===== src/rtl/serprog_pkg.sv =====
package serprog_pkg;
  parameter int WORD_W   = 24;
  parameter int ADDR_W   = 2;
  parameter int PAY_W    = WORD_W - ADDR_W;
  parameter int NUM_DEST = 1 << ADDR_W;
  parameter int SYNC_STAGES = 2;

  // destination indices (address codes)
  parameter int DEST_REF = 0;
  parameter int DEST_F1  = 1;
  parameter int DEST_F2  = 2;
  parameter int DEST_FB  = 3;

  // field positions inside the payloads
  parameter int REF_RATIO_W  = 15;
  parameter int FB_A_LSB     = 0;
  parameter int FB_A_W       = 5;
  parameter int FB_B_LSB     = 5;
  parameter int FB_B_W       = 10;
  parameter int FB_PD_BIT    = 20;
  parameter int F1_PRESC_BIT = 0;
  parameter int F2_PDMODE_BIT = 19;

  typedef struct packed {
    logic shift;
    logic commit;
  } ctrlStrobe_t;
endpackage


===== src/rtl/serprog_ctrl.sv =====
module serprog_ctrl
  import serprog_pkg::*;
#(
  parameter int STAGES = SYNC_STAGES
) (
  input  logic        clk,
  input  logic        rstN,
  input  logic        serData,
  input  logic        serClk,
  input  logic        serLatch,
  output ctrlStrobe_t strobe,
  output logic        bitOut
);
  localparam int TOP = STAGES - 1;

  logic [STAGES-1:0] dataSync, clkSync, latchSync;
  logic clkPrev, latchPrev;

  always_ff @(posedge clk or negedge rstN) begin
    if (!rstN) begin
      dataSync  <= '0;
      clkSync   <= '0;
      latchSync <= '0;
      clkPrev   <= 1'b0;
      latchPrev <= 1'b0;
    end else begin
      if (STAGES > 1) begin
        dataSync  <= {dataSync[TOP-1:0], serData};
        clkSync   <= {clkSync[TOP-1:0], serClk};
        latchSync <= {latchSync[TOP-1:0], serLatch};
      end else begin
        dataSync[0]  <= serData;
        clkSync[0]   <= serClk;
        latchSync[0] <= serLatch;
      end
      clkPrev   <= clkSync[TOP];
      latchPrev <= latchSync[TOP];
    end
  end

  always_comb begin
    strobe.shift  = clkSync[TOP] & ~clkPrev;
    strobe.commit = latchSync[TOP] & ~latchPrev;
    bitOut        = dataSync[TOP];
  end

  AST_COMMIT_SINGLE: assert property (@(posedge clk) disable iff (!rstN)
    strobe.commit |=> !strobe.commit) else $error("commit held");
  AST_SHIFT_SINGLE: assert property (@(posedge clk) disable iff (!rstN)
    strobe.shift |=> !strobe.shift) else $error("shift held");
endmodule


===== src/rtl/serprog_datapath.sv =====
module serprog_datapath
  import serprog_pkg::*;
(
  input  logic        clk,
  input  logic        rstN,
  input  ctrlStrobe_t strobe,
  input  logic        bitIn,
  output logic [NUM_DEST-1:0][PAY_W-1:0] destReg
);
  logic [WORD_W-1:0]   stageWord;
  logic [ADDR_W-1:0]   addrField;
  logic [PAY_W-1:0]    payField;
  logic [NUM_DEST-1:0] wrEn;

  always_ff @(posedge clk or negedge rstN) begin
    if (!rstN) stageWord <= '0;
    else if (strobe.shift) stageWord <= {stageWord[WORD_W-2:0], bitIn};
  end

  assign addrField = stageWord[ADDR_W-1:0];
  assign payField  = stageWord[WORD_W-1:ADDR_W];

  for (genvar d = 0; d < NUM_DEST; d++) begin : gDest
    assign wrEn[d] = strobe.commit && (addrField == ADDR_W'(d));
    always_ff @(posedge clk or negedge rstN) begin
      if (!rstN) destReg[d] <= '0;
      else if (wrEn[d]) destReg[d] <= payField;
    end
  end

  AST_ONE_DEST: assert property (@(posedge clk) disable iff (!rstN)
    $onehot0(wrEn)) else $error("multiple destinations");
  AST_HOLD_NO_COMMIT: assert property (@(posedge clk) disable iff (!rstN)
    !strobe.commit |=> $stable(destReg)) else $error("register moved");
  AST_SHIFT_MOVES: assert property (@(posedge clk) disable iff (!rstN)
    strobe.shift |=> stageWord[WORD_W-1:1] == $past(stageWord[WORD_W-2:0]))
    else $error("shift order");
endmodule


===== src/rtl/serprog_regif.sv =====
module serprog_regif
  import serprog_pkg::*;
(
  input  logic        clk,
  input  logic        rstN,
  input  logic        serData,
  input  logic        serClk,
  input  logic        serLatch,
  output logic [21:0] refReg,
  output logic [21:0] func1Reg,
  output logic [21:0] func2Reg,
  output logic [21:0] fbReg,
  output logic [14:0] refRatio,
  output logic [4:0]  fbCountA,
  output logic [9:0]  fbCountB,
  output logic        prescSel,
  output logic        pwrDownMode,
  output logic        pwrDownReq,
  output logic        syncPowerDown
);
  ctrlStrobe_t strobe;
  logic        sampledBit;
  logic [NUM_DEST-1:0][PAY_W-1:0] destReg;

  serprog_ctrl #(.STAGES(SYNC_STAGES)) uCtrl (
    .clk(clk), .rstN(rstN), .serData(serData), .serClk(serClk),
    .serLatch(serLatch), .strobe(strobe), .bitOut(sampledBit)
  );

  serprog_datapath uDp (
    .clk(clk), .rstN(rstN), .strobe(strobe), .bitIn(sampledBit),
    .destReg(destReg)
  );

  always_comb begin
    refReg        = destReg[DEST_REF];
    func1Reg      = destReg[DEST_F1];
    func2Reg      = destReg[DEST_F2];
    fbReg         = destReg[DEST_FB];
    refRatio      = refReg[REF_RATIO_W-1:0];
    fbCountA      = fbReg[FB_A_LSB +: FB_A_W];
    fbCountB      = fbReg[FB_B_LSB +: FB_B_W];
    prescSel      = func1Reg[F1_PRESC_BIT];
    pwrDownMode   = func2Reg[F2_PDMODE_BIT];
    pwrDownReq    = fbReg[FB_PD_BIT];
    syncPowerDown = pwrDownMode & pwrDownReq;
  end

  AST_PD_NEEDS_MODE: assert property (@(posedge clk) disable iff (!rstN)
    syncPowerDown |-> func2Reg[F2_PDMODE_BIT] && fbReg[FB_PD_BIT])
    else $error("power-down without both bits");
endmodule


===== config.mk =====
export PLATFORM = sky130hd
export DESIGN_NAME = serprog_regif
export DESIGN_NICKNAME = d
export VERILOG_FILES = /design/src/rtl/serprog_pkg.sv /design/src/rtl/serprog_ctrl.sv /design/src/rtl/serprog_datapath.sv /design/src/rtl/serprog_regif.sv
export SDC_FILE = /design/constraint.sdc
export NUM_CORES = 1
export LEC_CHECK = 0
export BUFFER_PORTS_ARGS = -buffer_cell sky130_fd_sc_hd__buf_4
export CAP_MARGIN = 10
export CORE_MARGIN = 2
export CORE_UTILIZATION = 47
export CTS_CLUSTER_SIZE = 25
export DETAILED_ROUTE_END_ITERATION = 8
export PLACE_DENSITY = 0.88
export SYNTH_ARGS = -nofsm -noshare
export SYNTH_HDL_FRONTEND = slang
export SYNTH_HIERARCHICAL = 1
export SYNTH_SLANG_ARGS = --single-unit

===== constraint.sdc =====
create_clock -name clk -period 1.46 [get_ports clk]
set_input_delay 0.292 -clock clk [delete_from_list [all_inputs] [get_ports clk]]
set_output_delay 0.292 -clock clk [all_outputs]
set_load 0.05 [all_outputs]

==> results of run 1 <==
-- routing by layer --
| metal | GRT usage [%] | vias to the layer above | routed length (um) |
|---|---|---|---|
| met4 | 7.186 | 0 | 118 |
| met3 | 6.720 | 15 | 747 |
| li1 | - | 1193 | - |
| met5 | 0 | - | 0 |
| met2 | 32.42 | 123 | 5028 |
| met1 | 22.34 | 1398 | 4021 |
-- flip-flops by register name, indices dropped and copies added, names as in the netlist --
register and flops:
uCtrl/latchPrev 1, uCtrl/clkPrev 1, uDp/stageWord 24, uCtrl/dataSync 2
uCtrl/latchSync 2, uDp/destReg 88, uCtrl/clkSync 2
-- layout make-up --
type	count	area [um^2]	share of cell area, %
sequential	120	3004	46.95
multi-input combinational	119	1374	21.47
timing repair buffer	145	1212	18.95
clock buffer	20	445.4	6.961
clock inverter	12	196.4	3.070
tap	133	166.4	2.601
-- cell families after synthesis --
group / synth area share, %
muxes: 27.20
buffers and inverters: 6.611
and+or+nand+nor: 1.430
DFF: 64.76
-- power by group --
| group | internal (mW) | total [mW] | switching [mW] |
|---|---|---|---|
| Combinational | 1.93 | 5.97 | 4.03 |
| Clock | 3.03 | 4.46 | 1.43 |
| Sequential | 4.15 | 4.95 | 0.804 |
-- what timing repair did --
item	4_1_cts	5_1_grt
endpoints found under the hold margin	123	0
setup buffers	1	0
setup endpoints to repair	23	42
gates resized for setup	10	19
hold buffers	4	0
-- worst max path at each step --
| stage | start | end | slack (ns) |
|---|---|---|---|
| CTS | uDp/destReg[86] | syncPowerDown | -0.05 |
| detailed placement | uCtrl/latchPrev | uDp/destReg[8] | -0.04 |
| global route | uCtrl/latchSync[1] | uDp/destReg[3] | -0.09 |
| floorplan | uDp/destReg[86] | syncPowerDown | 0.03 |
| global placement | uCtrl/latchPrev | uDp/destReg[10] | 0.04 |
| finish | uDp/destReg[63] | syncPowerDown | -0.04 |
-- cells in the final DEF (no fill, tap or decap), types with 3 or more instances in the layout --
cell type      count
clkbuf_8           3
clkinvlp_4         3
dlygate4sd3_1      4
buf_12             4
buf_4            122
bufinv_16          5
clkinv_2           3
dfrtp_1          119
mux2_2           101
clkbuf_16         16
mux2_4            10
buf_6             13
-- per-stage QoR --
step	util [%]	setup slack [ns]	instance area (um^2)	hold WS, ns
6_report	66.07	-0.04478	6399	0.2077
5_1_grt	66.07	-0.08977	6399	0.2084
4_1_cts	65.36	-0.05128	6330	0.2071
3_5_place_dp	57.87	-0.04466	5604	0.1710
3_3_place_gp	57.87	0.04348	5604	0.1667
2_1_floorplan	-	0.03499	4637	-0.003591
==> summary.md, run 1 <==
| Metric | Value |
|---|---|
| Status | `finished, violations left` |
| Failing checks | `negative setup slack` |
| Synthesized instance count | `283` |
| CTS tree | `yes` |
| Clk buf depth | `2` |
| Crit-path cells | `and2_4 > buf_8` |
| Detailed router's first-iteration violation count | `58` |
| R2r setup slk | `-0.03 ns` |
| Grt total ovfl | `0` |
| Hold Path Class | `input pin to async pin` |
| GRT Overall Usage | `19.06%` |
| # setup viols final | `15` |
| Antenna diodes | `0` |
| Worst reg2reg startpoint | `uCtrl/latchPrev` |
| Final GP Congestion | `0.7687` |
| Syn Nets | `288` |
| Register bit count reported by yosys | `120` |
| Crit share post-route | `103.1%` |
| Ys Warns | `6` |
| Post-Syn Area | `4637 um^2` |
| Global-route wire length before repair | `15080 um` |
| Setup ws final | `-0.04478 ns` |
| Layout Cells excl Fill | `549` |
| Area leader, netlist | `dfrtp_1` |
| Number of buffers and inverters on the critical path | `1` |
| Clock latency at the later pin of the worst-skew pair | `0.50 ns` |
| Num CTS Buffers | `17` |
| Most numerous cell in the Yosys netlist | `dfrtp_1` |
| Drt drc | `0` |
| First-pass iteration count of the detailed router | `4` |
| Cell row count | `36` |
| Reg2reg end | `uDp/destReg[8]` |
| Setup_tns | `-0.2636 ns` |
| CP Class | `register to output pin` |
| Post-Place Cells | `512` |
| Max_cap viols | `0` |
| Clock sinks | `120` |
| Layout Nets | `408` |
| Final hold violation count | `0` |
| Max_slew headroom | `81.46%` |
| Layout cells sized above 1 | `69.23%` |
| DIE AREA | `10680 um^2` |
| WP data required | `1.17 ns` |
| Initial antenna violation count | `0` |
| Fin crit period | `1.505 ns` |
| Syn Area/Cell | `16.38 um^2` |
| Final ANT Viol Nets | `0` |
| RSZ-0062 raised after global routing | `yes` |
| Final wirelength | `9915 um` |
| # fillers | `656` |
| Worst setup EP type | `output pin` |
| Avg WL per Cell | `18.06 um` |
| Fmax | `0.6645 GHz` |
| CP max stage delay | `0.40 ns` |
| WP depth | `2` |
| Vias per cell | `4.971` |
| Top post-synthesis cells by count | `dfrtp_1 (120), mux2_2 (111), buf_4 (35)` |
| Top cells by area, synth | `dfrtp_1 (65%), mux2_2 (27%), buf_4 (5.7%)` |
| Worst Max-Slew Pin Slew | `0.2781 ns` |
| Tot Pwr | `15.38 mW` |
| Top_reg_cell synth | `dfrtp_1` |
| DIE WIDTH | `103.3 um` |
| Worst-path fanout max | `2` |
| CP delay by family, top | `flip-flops` |
| Crit path launch type | `register` |
| Synth unique cells | `11` |
| Critical Path AT | `1.21 ns` |
| Max Slew Vio Count | `0` |
| Post-DP HPWL | `6554 um` |
| Seq/Total Area, Yosys | `64.76%` |
| Clock Pin Slew Worst Setup and Hold Paths | `0.06 ns` |
| Area grow syn2layout | `37.99%` |
| Yosys top cell area share | `64.76%` |
| Root Driver | `clkbuf_8` |
| Async S/R FF share, synth | `100.0%` |
| Slowest cell on the critical path | `dfrtp_1` |
| Die H | `103.3 um` |
| Max VDD drop | `1.429 mV` |
| Pwr dens | `2404 nW/um^2` |
| Via Count | `2729` |
| Leak | `3.287 nW` |
| Final clock skew | `0.009797 ns` |
| Post-synth EDFFs | `0` |
| Initial core utilization | `47.88%` |
| Core area | `9684 um^2` |
| Port Buffers | `126` |
| IO Pins | `127` |
| Worst-case reg-to-reg path depth | `4` |
| H-tree depth | `4` |
| Largest net degree at the start of global routing | `33` |
| Vias in the first global route | `2967` |
No activity file was read; power rests on OpenSTA's default activity.
==> run 2, diff against run 1 <==
--- a/config.mk
+++ b/config.mk
@@ -5,7 +5,7 @@
 export SDC_FILE = /design/constraint.sdc
 export NUM_CORES = 1
 export LEC_CHECK = 0
-export BUFFER_PORTS_ARGS = -buffer_cell sky130_fd_sc_hd__buf_4
+export BUFFER_PORTS_ARGS = -buffer_cell sky130_fd_sc_hd__buf_2
 export CAP_MARGIN = 10
 export CORE_MARGIN = 2
 export CORE_UTILIZATION = 47
==> summary.md, run 2 (synthesized netlist as in run 1, its figures left out) <==
| Metric | Value |
|---|---|
| Worst setup EP type | `output pin (unchanged)` |
| CP delay by family, top | `flip-flops (unchanged)` |
| Worst Setup EP | `syncPowerDown (unchanged)` |
| CTS tree | `yes (unchanged)` |
| Vias per cell | `4.982 (was 4.971)` |
| Worst Max-Slew Pin Slew | `0.3074 ns (was 0.2781 ns)` |
| First-pass iteration count of the detailed router | `4 (unchanged)` |
| Fin crit period | `1.520 ns (was 1.505 ns)` |
| Most frequent cells in the layout | `dfrtp_1 (119), mux2_2 (90), buf_2 (54) (was buf_4 (122), dfrtp_1 (119), mux2_2 (101))` |
| Max_cap viols | `0 (unchanged)` |
| Worst-path fanout max | `4 (was 2)` |
| H-tree depth | `4 (unchanged)` |
| R2r setup slk | `-0.03 ns (about the same)` |
| Final wirelength | `9916 um (was 9915 um)` |
| Clock sinks | `120 (unchanged)` |
| Largest register by flop count | `uDp/destReg (unchanged)` |
| CP Class | `register to output pin (unchanged)` |
| Critical Path AT | `1.23 ns (was 1.21 ns)` |
| Reg2reg end | `uDp/destReg[6] (was uDp/destReg[8])` |
| GRT Overall Usage | `18.34% (was 19.06%)` |
| Port Buffers | `126 (unchanged)` |
| Area grow syn2layout | `37.10% (was 37.99%)` |
| Clk buf depth | `2 (unchanged)` |
| Largest net degree at the start of global routing | `44 (was 33)` |
| Antenna diodes | `0 (unchanged)` |
| Hold Path Class | `input pin to async pin (unchanged)` |
| # fillers | `666 (was 656)` |
| DIE AREA | `10680 um^2 (unchanged)` |
| Slowest cell on the critical path | `dfrtp_1 (unchanged)` |
| Number of buffers and inverters on the critical path | `1 (unchanged)` |
| Core area | `9684 um^2 (unchanged)` |
| Max VDD drop | `1.338 mV (was 1.429 mV)` |
| Final core occ | `65.65% (was 66.07%)` |
| CP max stage delay | `0.41 ns (was 0.40 ns)` |
| Global-route wire length before repair | `14400 um (was 15080 um)` |
| Die H | `103.3 um (unchanged)` |
| Avg WL per Cell | `17.96 um (was 18.06 um)` |
| Grt total ovfl | `0 (unchanged)` |
| Max_slew headroom | `79.51% (was 81.46%)` |
| Crit share post-route | `104.1% (was 103.1%)` |
| Worst reg2reg startpoint | `uCtrl/latchPrev (unchanged)` |
| Post-DP HPWL | `6232 um (was 6554 um)` |
| Failing checks | `negative setup slack (unchanged)` |
| WP data required | `1.17 ns (about the same)` |
| Initial core utilization | `47.88% (unchanged)` |
| DIE WIDTH | `103.3 um (unchanged)` |
| Leak | `3.308 nW (was 3.287 nW)` |
| Regs by FF count | `uDp/destReg: 88 flops, uDp/stageWord: 24 flops (unchanged)` |
| Cell row count | `36 (unchanged)` |
| Final clock skew | `0.01479 ns (was 0.009797 ns)` |
| Most common cell after layout, fill and taps aside | `dfrtp_1 (was buf_4)` |
| Num CTS Buffers | `17 (unchanged)` |
| Via Count | `2750 (was 2729)` |
| Drt drc | `0 (unchanged)` |
| Layout cells sized above 1 | `69.45% (was 69.23%)` |
| Setup_tns | `-0.4259 ns (was -0.2636 ns)` |
| IO Pins | `127 (unchanged)` |
| Root Driver | `clkbuf_8 (unchanged)` |
| Layout Nets | `411 (was 408)` |
| WP depth | `2 (unchanged)` |
| Status | `finished, violations left (unchanged)` |
| Crit-path cells | `and2_4 > buf_8 (unchanged)` |
| Clock Pin Slew Worst Setup and Hold Paths | `0.06 ns (about the same)` |
| Max Slew Vio Count | `0 (unchanged)` |
| RSZ-0062 raised after global routing | `yes (unchanged)` |
| Worst setup startpoint | `uDp/destReg[86] (was uDp/destReg[63])` |
| Final ANT Viol Nets | `0 (unchanged)` |
| Vias in the first global route | `2726 (was 2967)` |
| Initial antenna violation count | `0 (unchanged)` |
| Worst-case reg-to-reg path depth | `5 (was 4)` |
| Detailed router's first-iteration violation count | `37 (was 58)` |
| Final GP Congestion | `0.7271 (was 0.7687)` |
| Tot Pwr | `15.13 mW (was 15.38 mW)` |
| Clock latency at the later pin of the worst-skew pair | `0.50 ns (about the same)` |
| Final hold violation count | `0 (unchanged)` |
| Max FFs per register | `88 (unchanged)` |
| Pwr dens | `2380 nW/um^2 (was 2404 nW/um^2)` |
| # setup viols final | `23 (was 15)` |
| Setup ws final | `-0.06025 ns (was -0.04478 ns)` |
| Fmax | `0.6578 GHz (was 0.6645 GHz)` |
| Crit path launch type | `register (unchanged)` |
run 2: cell types whose count changed in the layout (fill, tap and decap cells not counted), moves of 2 or more:
cell and change:
clkbuf_16 +2, clkbuf_4 +34, mux2_2 -11, mux2_4 +12, buf_6 -6, buf_2 +54
buf_4 -83, clkinv_4 +2, buf_12 +2, clkinv_2 -3
run 2: where the power goes:
group          internal (mW)  switching, mW  total (mW)
Clock                   2.91           1.41        4.33
Sequential              4.15          0.786        4.93
Combinational           1.82           4.06        5.87
Total                   8.88           6.25        15.1
run 2: area by class of cell:
cell class                      count  area (um^2)  share of cell area [%]
Sequential cell                   120         3004                   47.25
Clock inverter                     10        167.7                   2.637
Tap cell                          133        166.4                   2.618
Multi-Input combinational cell    119         1419                   22.32
Timing Repair Buffer              148         1137                   17.89
Clock buffer                       22        462.9                   7.282
run 2: timing repair:
item,4_1_cts,5_1_grt
buffers inserted,0,3
gates cloned,0,2
pin swaps,1,0
resized for setup,26,95
hold buffers,4,0
setup endpoints to repair,33,86
hold endpoints to repair,76,0
run 2: worst register-to-register path, delay by kind of cell (launching register included):
family	cells	cell delay, ns
flip-flops	1	0.39
multiplexers	1	0.30
AND/OR/NAND/NOR	2	0.38
buffers and inverters	2	0.30
run 2: metal layers:
layer / vias to the layer above / part of all wire (%) / track usage [%]
met4: 0 / 1.0 / 6.073
met1: 1418 / 43 / 23.46
li1: 1206 / - / -
met2: 112 / 50 / 29.67
met3: 14 / 5.9 / 6.116
met5: - / 0 / 0
run 2: worst min path at each step:
stage | startpoint | endpoint | slack, ns
after global placement | rstN | uDp/destReg[66] | 0.20
after floorplan | rstN | uCtrl/clkPrev | -0.004
after CTS | rstN | uDp/destReg[87] | 0.23
final | rstN | uDp/destReg[43] | 0.23
after global routing | rstN | uDp/destReg[87] | 0.26
after detailed placement | rstN | uDp/stageWord[3] | 0.21
run 2: metrics by stage:
| stage | cells | setup slack, ns | hold slack, ns | instance area (um^2) |
|---|---|---|---|---|
| final | 552 | -0.06025 | 0.2345 | 6357 |
| after detailed placement | 511 | -0.03833 | 0.2094 | 5309 |
| after floorplan | 283 | 0.03499 | -0.003591 | 4637 |
| after CTS | 547 | -0.06193 | 0.2335 | 6048 |
| after global placement | 511 | 0.01714 | 0.2021 | 5309 |
| after global routing | 552 | -0.1033 | 0.2635 | 6357 |
==> run 3, diff against run 2 <==
==> constraint.sdc (replaced) <==
create_clock -name clk -period 1.24 [get_ports clk]
set_input_delay 0.248 -clock clk [delete_from_list [all_inputs] [get_ports clk]]
set_output_delay 0.248 -clock clk [all_outputs]
set_load 0.05 [all_outputs]
==> summary.md, run 3 (synthesized netlist as in run 1, its figures left out) <==
| Metric | Value |
|---|---|
| Initial core utilization | `47.88% (unchanged)` |
| Internal | `12.10 mW (was 8.877 mW)` |
| Failing checks | `negative setup slack (unchanged)` |
| Final GP Congestion | `0.7364 (was 0.7271)` |
| Max VDD drop | `1.636 mV (was 1.338 mV)` |
| IO Pins | `127 (unchanged)` |
| Number of buffers and inverters on the critical path | `2 (was 1)` |
| Most common cell after layout, fill and taps aside | `buf_6 (was dfrtp_1)` |
| Fin crit period | `1.509 ns` |
| Vias in the first global route | `3143 (was 2726)` |
| Core area | `9684 um^2 (unchanged)` |
| Fmax | `0.6628 GHz` |
| Grt total ovfl | `0 (unchanged)` |
| Initial antenna violation count | `0 (unchanged)` |
| # setup viols final | `210 (was 23)` |
| Area after DPL | `5338 um^2 (was 5309 um^2)` |
| Slowest cell on the critical path | `dfrtp_1 (unchanged)` |
| Regs by FF count | `uDp/destReg: 88 flops, uDp/stageWord: 24 flops (unchanged)` |
| Leak | `3.741 nW (was 3.308 nW)` |
| Die H | `103.3 um (unchanged)` |
| P_sw | `7.876 mW (was 6.255 mW)` |
| Vias per cell | `4.932 (was 4.982)` |
| Clock sinks | `120 (unchanged)` |
| Status | `finished, violations left (unchanged)` |
| Final clock skew | `0.006761 ns (was 0.01479 ns)` |
| Max_slew headroom | `79.09% (was 79.51%)` |
| Area grow syn2layout | `58.85% (was 37.10%)` |
| Layout Cells excl Fill | `592 (was 552)` |
| Hold Path Class | `input pin to async pin (unchanged)` |
| Post-DP HPWL | `5999 um (was 6232 um)` |
| Root Driver | `clkbuf_8 (unchanged)` |
| Clock power share | `26.3% (was 28.6%)` |
| Post-Place Cells | `511 (unchanged)` |
| CP delay by family, top | `flip-flops (unchanged)` |
| Final wirelength | `11990 um (was 9916 um)` |
| Crit-path cells | `nor2b_4 > nor3b_4 > buf_6 > clkbuf_16 > mux2_4 (was and2_4 > buf_8)` |
| Pwr dens | `2712 nW/um^2 (was 2380 nW/um^2)` |
| First-pass iteration count of the detailed router | `4 (unchanged)` |
| Hold WS | `0.2994 ns (was 0.2345 ns)` |
| Num CTS Buffers | `17 (unchanged)` |
| Max Slew Vio Count | `0 (unchanged)` |
| Final core occ | `76.06% (was 65.65%)` |
| Largest register by flop count | `uDp/destReg (unchanged)` |
| Most frequent cells in the layout | `buf_6 (127), dfrtp_1 (115), mux2_2 (83) (was dfrtp_1 (119), mux2_2 (90), buf_2 (54))` |
| Critical Path AT | `1.89 ns (was 1.23 ns)` |
| Worst-path fanout max | `5 (was 4)` |
| Share of total power in combinational logic | `43.4% (was 38.8%)` |
| DIE WIDTH | `103.3 um (unchanged)` |
| Clk buf depth | `2 (unchanged)` |
| Pre-CTS WS | `-0.2490 ns (was -0.03833 ns)` |
| Detailed router's first-iteration violation count | `44 (was 37)` |
| Largest net degree at the start of global routing | `62 (was 44)` |
| Final Instance Area | `7366 um^2 (was 6357 um^2)` |
| Worst Max-Slew Pin Slew | `0.3136 ns (was 0.3074 ns)` |
| Layout cells sized above 1 | `72.55% (was 69.45%)` |
| Clock latency at the later pin of the worst-skew pair | `0.50 ns (about the same)` |
| CP max stage delay | `0.39 ns (was 0.41 ns)` |
| CTS tree | `yes (unchanged)` |
| Layout Nets | `451 (was 411)` |
| H-tree depth | `4 (unchanged)` |
| Seq pwr share | `30.3% (was 32.6%)` |
| Cell row count | `36 (unchanged)` |
| Final hold violation count | `0 (unchanged)` |
| Clock Pin Slew Worst Setup and Hold Paths | `0.06 ns (about the same)` |
| WP data required | `1.62 ns (was 1.17 ns)` |
| DIE AREA | `10680 um^2 (unchanged)` |
| GRT Overall Usage | `22.55% (was 18.34%)` |
| Avg WL per Cell | `20.26 um (was 17.96 um)` |
| Crit share post-route | `121.7%` |
| Switching Fraction | `39.42% (was 41.34%)` |
| Antenna diodes | `0 (unchanged)` |
| Crit path launch type | `register (unchanged)` |
| Max FFs per register | `88 (unchanged)` |
| Global-route wire length before repair | `17530 um (was 14400 um)` |
| Tot Pwr | `19.98 mW (was 15.13 mW)` |
| Max_cap viols | `0 (unchanged)` |
| Drt drc | `0 (unchanged)` |
| Port Buffers | `126 (unchanged)` |
| Setup ws final | `-0.2687 ns (was -0.06025 ns)` |
| RSZ-0062 raised after global routing | `yes (unchanged)` |
| Via Count | `2920 (was 2750)` |
| Final ANT Viol Nets | `0 (unchanged)` |
| Setup_tns | `-25.33 ns (was -0.4259 ns)` |
| CP Class | `register to register (was register to output pin)` |
| Worst setup EP type | `register (was output pin)` |
## run 3: layer usage
metal / vias to the layer above / global-route usage [%] / share of wire, %
met5: - / 0 / 0
met4: 0 / 8.097 / 1.8
met3: 21 / 6.452 / 5.7
met2: 117 / 39.96 / 54
met1: 1489 / 26.14 / 39
li1: 1293 / - / -
## run 3: worst paths after layout
| kind | start | end | slack [ns] | cells past startpoint |
|---|---|---|---|---|
| max | uCtrl/latchPrev | uDp/destReg[17] | -0.27 | 5 |
| min | rstN | uDp/stageWord[4] | 0.30 | 3 |
| max reg2reg | uCtrl/latchPrev | uDp/destReg[17] | -0.27 | 5 |
| min reg2reg | uCtrl/dataSync[0] | uCtrl/dataSync[1] | 0.35 | 0 |
| max in group asynchronous | rstN | uDp/stageWord[1] | 0.63 | 3 |
| min in group clk | uCtrl/dataSync[0] | uCtrl/dataSync[1] | 0.35 | 0 |
## run 3: worst reg2reg max path: cells and delay by family, from the launching register on
kind	cells	cell delay (ns)
buf+inv	2	0.31
flops	1	0.39
mux	1	0.30
simple gates	2	0.40
## run 3: final cells by class
type | instances | area, um^2
Clock inverter | 8 | 167.7
Sequential cell | 120 | 3009
Multi-Input combinational cell | 119 | 1454
Clock buffer | 24 | 470.5
Fill cell | 530 | 2318
Timing Repair Buffer | 188 | 2098
Tap cell | 133 | 166.4
## run 3: power by group through the flow
stage	registers (mW)	logic, mW	clock network, mW
6_report	6.06	8.66	5.26
5_1_grt	6.19	9.00	5.52
4_1_cts	5.96	8.10	5.30
3_5_place_dp	5.75	6.34	0
3_3_place_gp	5.68	6.27	0
2_1_floorplan	8.09	2.91	0
## run 3: timing repair
action / CTS / global route
cloned: 4 / 3
gates resized for setup: 264 / 36
hold endpoints to repair: 123 / 0
hold buffers: 4 / 0
setup endpoints to repair: 210 / 210
buffers inserted: 25 / 17
pin swaps: 0 / 1
